<file path="config.mk">
export PLATFORM = sky130hd
export DESIGN_NAME = dds_core
export DESIGN_NICKNAME = d
export VERILOG_FILES = /design/src/rtl/dds_pkg.sv /design/src/rtl/dds_load_ctrl.sv /design/src/rtl/dds_phase_acc.sv /design/src/rtl/dds_amp_map.sv /design/src/rtl/dds_core.sv
export SDC_FILE = /design/constraint.sdc
export NUM_CORES = 1
export LEC_CHECK = 0
export CAP_MARGIN = 20
export CORE_ASPECT_RATIO = 0.7
export CORE_UTILIZATION = 50
export CTS_CLUSTER_DIAMETER = 80
export DETAILED_ROUTE_END_ITERATION = 10
export DONT_BUFFER_PORTS = 1
export GPL_ROUTABILITY_DRIVEN = 0
export PLACE_DENSITY_LB_ADDON = 0.2
export SETUP_SLACK_MARGIN = 0.02
export SYNTH_ARGS = -nofsm -noshare
export SYNTH_HDL_FRONTEND = slang
export SYNTH_SLANG_ARGS = --single-unit
</file>
<file path="constraint.sdc">
create_clock -name clk_i -period 16.95 [get_ports clk_i]
set_clock_uncertainty 0.2 [all_clocks]
set_input_delay 3.39 -clock clk_i [delete_from_list [all_inputs] [get_ports clk_i]]
set_output_delay 3.39 -clock clk_i [all_outputs]
set_load 0.02 [all_outputs]
</file>
<file path="src/rtl/dds_pkg.sv">
package dds_pkg;
  localparam int unsigned PHASE_W  = 32;
  localparam int unsigned ADDR_W   = 13;
  localparam int unsigned AMP_W    = 11;
  localparam int unsigned DIV_LOG2 = 3;
endpackage

</file>
<file path="src/rtl/dds_load_ctrl.sv">
module dds_load_ctrl #(
  parameter int unsigned PW = 32,
  parameter int unsigned DL = 3
) (
  input  logic          clk_i,
  input  logic          rst_ni,
  input  logic [PW-1:0] word_i,
  input  logic          strb_i,
  input  logic          sync_i,
  output logic          sync_o,
  output logic [PW-1:0] step_o
);
  localparam logic [DL-1:0] CNT_RISE = DL'((1 << (DL - 1)) - 1);
  localparam logic [DL-1:0] CNT_LAST = '1;

  logic [DL-1:0] cnt_q;
  logic [PW-1:0] hold_q, act_q;
  logic          pend_q;

  always_ff @(posedge clk_i or negedge rst_ni) begin
    if (!rst_ni) begin
      cnt_q  <= '0;
      hold_q <= '0;
      act_q  <= '0;
      pend_q <= 1'b0;
    end else begin
      cnt_q <= sync_i ? '0 : cnt_q + 1'b1;
      // sync wins over the strobe sample point
      if (!sync_i && strb_i && cnt_q == CNT_RISE) begin
        hold_q <= word_i;
        pend_q <= 1'b1;
      end else if (pend_q && cnt_q == CNT_LAST) begin
        act_q  <= hold_q;
        pend_q <= 1'b0;
      end
    end
  end

  assign sync_o = cnt_q[DL-1];
  assign step_o = act_q;

  p_sync_clear_r6: assert property (@(posedge clk_i) disable iff (!rst_ni)
    sync_i |=> (cnt_q == '0 && !sync_o));

  p_rise_point_r3: assert property (@(posedge clk_i) disable iff (!rst_ni)
    $rose(sync_o) |-> ($past(cnt_q) == CNT_RISE));

  p_hold_on_rise_r4: assert property (@(posedge clk_i) disable iff (!rst_ni)
    !$stable(hold_q) |-> ($past(strb_i) && !$past(sync_i) && $past(cnt_q) == CNT_RISE));

  p_act_on_wrap_r5: assert property (@(posedge clk_i) disable iff (!rst_ni)
    !$stable(step_o) |-> ($past(cnt_q) == CNT_LAST));
endmodule

</file>
<file path="src/rtl/dds_phase_acc.sv">
module dds_phase_acc #(
  parameter int unsigned PW = 32,
  parameter int unsigned AW = 13
) (
  input  logic          clk_i,
  input  logic          rst_ni,
  input  logic [PW-1:0] step_i,
  output logic [PW-1:0] phase_o,
  output logic [AW-1:0] addr_o
);
  logic [PW-1:0] acc_q;
  logic [AW-1:0] addr_q;

  always_ff @(posedge clk_i or negedge rst_ni) begin
    if (!rst_ni) begin
      acc_q  <= '0;
      addr_q <= '0;
    end else begin
      acc_q  <= acc_q + step_i;
      addr_q <= acc_q[PW-1 -: AW];
    end
  end

  assign phase_o = acc_q;
  assign addr_o  = addr_q;
endmodule

</file>
<file path="src/rtl/dds_amp_map.sv">
module dds_amp_map #(
  parameter int unsigned AW = 13,
  parameter int unsigned DW = 11
) (
  input  logic          clk_i,
  input  logic          rst_ni,
  input  logic [AW-1:0] addr_i,
  output logic [DW-1:0] amp_o
);
  localparam int unsigned HW = AW - 1;
  localparam int unsigned PRW = 2 * HW + 1;
  localparam int unsigned SH = 2 * HW - 2 - (DW - 1);
  localparam logic [DW-2:0] MAXV = '1;
  localparam logic [PRW-1:0] MAXL = PRW'(MAXV);
  localparam logic [DW-1:0] MID = {1'b1, {(DW - 1){1'b0}}};

  logic [HW-1:0]  x;
  logic [HW:0]    xc;
  logic [PRW-1:0] prod, mag_full;
  logic [DW-2:0]  mag;
  logic [DW-1:0]  amp_d, amp_q;

  always_comb begin
    x        = addr_i[HW-1:0];
    xc       = {1'b1, {HW{1'b0}}} - {1'b0, x};
    prod     = {{(HW + 1){1'b0}}, x} * {{HW{1'b0}}, xc};
    mag_full = prod >> SH;
    mag      = (mag_full > MAXL) ? MAXV : mag_full[DW-2:0];
    amp_d    = addr_i[HW] ? MID - {1'b0, mag} : MID + {1'b0, mag};
  end

  always_ff @(posedge clk_i or negedge rst_ni) begin
    if (!rst_ni) amp_q <= MID;
    else         amp_q <= amp_d;
  end

  assign amp_o = amp_q;

  p_no_zero_code_r7: assert property (@(posedge clk_i) disable iff (!rst_ni)
    amp_o != '0);
endmodule

</file>
<file path="src/rtl/dds_core.sv">
module dds_core
  import dds_pkg::*;
#(
  parameter int unsigned PW = PHASE_W,
  parameter int unsigned AW = ADDR_W,
  parameter int unsigned DW = AMP_W,
  parameter int unsigned DL = DIV_LOG2
) (
  input  logic          clk_i,
  input  logic          rst_ni,
  input  logic [PW-1:0] word_i,
  input  logic          strb_i,
  input  logic          sync_i,
  output logic          sync_o,
  output logic [PW-1:0] phase_o,
  output logic [DW-1:0] amp_o
);
  logic [PW-1:0] step_w;
  logic [AW-1:0] addr_w;

  dds_load_ctrl #(.PW(PW), .DL(DL)) u_load (
    .clk_i (clk_i),
    .rst_ni(rst_ni),
    .word_i(word_i),
    .strb_i(strb_i),
    .sync_i(sync_i),
    .sync_o(sync_o),
    .step_o(step_w)
  );

  dds_phase_acc #(.PW(PW), .AW(AW)) u_acc (
    .clk_i  (clk_i),
    .rst_ni (rst_ni),
    .step_i (step_w),
    .phase_o(phase_o),
    .addr_o (addr_w)
  );

  dds_amp_map #(.AW(AW), .DW(DW)) u_amp (
    .clk_i (clk_i),
    .rst_ni(rst_ni),
    .addr_i(addr_w),
    .amp_o (amp_o)
  );

  p_step_r2: assert property (@(posedge clk_i) disable iff (!rst_ni)
    phase_o == $past(phase_o) + $past(step_w));

  p_reset_phase_r1: assert property (@(posedge clk_i)
    !rst_ni |-> (phase_o == '0));
endmodule

</file>
==> flow_metrics.tcl <==
set metrics [dict create \
    ant_nets 0 \
    crit_required_ns 17.07 \
    numClockSinks 124 \
    netlist_area_um2 11000 \
    grt_pass1_vias 7098 \
    design.core.area_um2 21600 \
    vias_per_cell 5.21 \
    slowest_stage "fa_1" \
    cts.repair.resized 0 \
    max-cap-violations 0 \
    slew_headroom_pct 54.9 \
    route.met3.wl_um 1370 \
    tightest_slew_ns 0.677 \
    max_freq_ghz 0.118 \
    drt_iter0_markers 490 \
    dp_hpwl_um 17400 \
    yosysSeqAreaShare_pct 28.2 \
    cp_slowest_stage_delay_ns 0.57 \
    hold_class "register to register" \
    clock_path_buffers 2 \
    crit_type "register to register" \
    endpoint "u_amp.amp_o[8]$_DFF_PN0_" \
    status "complete, no violations" \
    num_antenna_cells 0 \
    cts_max_level 4 \
    vias 6972 \
    postSynthCellCount 1041 \
    synth_edf_count 0 \
    start_kind "register" \
    overflow 0 \
    report.final.hold_viol_count 0 \
    post_drt_wl_per_cell_um 16.5 \
    layout_min_cycle_time_ns 8.47 \
    die_w_um 179 \
    yosysWarnings 0 \
    worstRegToRegCells 30 \
    area_growth_pct 7.49 \
    clkLatencyLatePin_ns 0.41 \
    rsz0062_at_grt "false" \
    grt_max_degree 125 \
    chipHeight_um 126 \
    fin_nets 1297 \
    drt-met1-wl_um 11700 \
    routed_wl_um 22000 \
    placementRows 45 \
    root_buffer "clkbuf_16" \
    path_clk_slew_ns 0.06 \
    reg2reg_slack_ns 8.48 \
    fin_crit_sh_pct 50.0 \
    n_fill_cell 1923 \
    ys_ff_latch 124 \
    critPathLaunch "u_acc.addr_o[1]$_DFF_PN0_" \
    synthArstFlopShare_pct 100 \
    synth-main-ff-cell "dfrtp_1" \
    setup_viol 0 \
    reg2reg_from "u_acc.addr_o[1]$_DFF_PN0_" \
    drc 0 \
    cp.arrival_ns 8.59 \
    synth_top_area_share_pct 27.9 \
    cts_setup_buffers 0 \
    worstReg2RegEnd "u_amp.amp_o[8]$_DFF_PN0_" \
    cp_max_fo 16 \
    synth_largest_area_cell "dfrtp_1" \
    initial_core_util_pct 51.0 \
    seq_area_um2 3100 \
    timing.setup.tns_ns 0 \
    route.top_layer_used "met4" \
    ios 80 \
    grt_pass1_wl_um 37500 \
    slew_violations 0 \
    hold_buffers 0 \
    avgSynthCellArea_um2 10.6 \
    crit_path_end_kind "register" \
    track_usage_pct 21.0 \
    dieArea_um2 22700 \
    drive_above_1_share_pct 12.0 \
    yosysUniqueCellTypes 69 \
    firstDrtPassIters 7 \
    multi_input_area_um2 7270 \
    antenna_found_initial 0 \
    wl_met2_um 8880 \
    io_buffer_count 0 \
    ys_top_cells_by_area "dfrtp_1 28%, fa_1 20%, ha_1 12%" \
    numCtsBuffers 17 \
    cts_tree "yes" \
]
==> flip-flops by register name (all words and copies together), names as in the netlist <==
name,flops
u_load.hold_q,32
u_load.cnt_q,3
u_acc.phase_o,32
u_amp.amp_o,11
u_load.pend_q,1
u_acc.addr_o,13
u_load.step_o,32
==> how the worst min path moves through the flow <==
stage,start,to,slack [ns],cells past startpoint
after floorplan,u_load.cnt_q[0]$_DFF_PN0_,u_load.cnt_q[0]$_DFF_PN0_,0.20,1
after global placement,u_load.cnt_q[0]$_DFF_PN0_,u_load.cnt_q[0]$_DFF_PN0_,0.22,1
after detailed placement,u_load.cnt_q[0]$_DFF_PN0_,u_load.cnt_q[0]$_DFF_PN0_,0.22,1
after CTS,u_load.cnt_q[0]$_DFF_PN0_,u_load.cnt_q[0]$_DFF_PN0_,0.23,1
after global routing,u_load.cnt_q[0]$_DFF_PN0_,u_load.cnt_q[0]$_DFF_PN0_,0.24,1
final,u_load.cnt_q[0]$_DFF_PN0_,u_load.cnt_q[0]$_DFF_PN0_,0.22,1
==> worst max-delay path, delay by kind of cell (launching register included) <==
family,cells,cell delay (ns)
AOI/OAI and AO/OA,8,1.66
xor gates and xnor gates,1,0.23
adders and majority gates,9,3.70
buffers and inverters,5,0.42
DFF,1,0.53
muxes,1,0.35
and+or+nand+nor,6,1.27
==> synthesized netlist by cell type, types with 8 or more instances <==
master / instances
nand3_1: 9
mux2_2: 65
inv_1: 148
and2_1: 14
clkbuf_1: 26
fa_1: 109
xnor2_1: 24
o21a_1: 8
nor2b_1: 57
xor2_1: 16
ha_1: 109
dfrtp_1: 123
nand2b_1: 64
o21ai_0: 13
a21o_1: 23
a21oi_1: 34
nor3_1: 11
nand2_1: 36
nor2_1: 53
==> layout make-up <==
type	count	area share, %
Multi-Input combinational cell	749	61.3
Sequential cell	124	26.2
Inverter	148	4.69
Clock buffer	18	3.62
Tap cell	282	2.98
Clock inverter	14	0.972
Timing Repair Buffer	3	0.190
==> routing by layer <==
| layer | GRT usage [%] | vias up |
|---|---|---|
| li1 | - | 3422 |
| met1 | 33.0 | 3409 |
| met2 | 28.8 | 134 |
| met3 | 5.52 | 7 |
| met4 | 3.55 | 0 |
| met5 | 0 | - |
==> through the flow <==
stage / std cells / hold WS [ns] / area (µm²) / worst slack (ns) / util (%)
floorplan: 1049 / 0.202 / 11100 / 9.20 / -
global placement: 1306 / 0.221 / 11300 / 8.81 / 52.3
detailed placement: 1306 / 0.218 / 11300 / 8.55 / 52.3
CTS: 1338 / 0.227 / 11800 / 8.52 / 54.8
global route: 1338 / 0.244 / 11800 / 7.90 / 54.8
finish: 1338 / 0.223 / 11800 / 8.48 / 54.8
==> cells by family (layout without fill, tap and decap cells) <==
group                    count (synthesis)  count (layout)  share of synthesized area, %
AND/OR/NAND/NOR                        274             274                          13.6
AO/OA/AOI/OAI                          135             135                          9.22
multiplexers                            71              71                          7.24
buffers and inverters                  176             183                          6.16
other                                    2              10                        0.0681
adder cells (fa/ha/maj)                218             218                          32.2
XOR/XNOR                                41              41                          3.33
flip-flops                             124             124                          28.2
==> placed cells by master (no fill, tap or decap), drive strengths merged, types with 12 or more instances in the layout <==
cell    count
a21o       23
a21oi      40
and2       14
clkbuf     18
dfrtp     123
fa        109
ha        109
inv       153
mux2       67
nand2      37
nand2b     64
nor2       53
nor2b      57
nor3       12
o21ai      15
xnor2      25
xor2       16
Power is not shown: default switching activity piles up to over one toggle a cycle in this logic, so the estimate is an artifact.
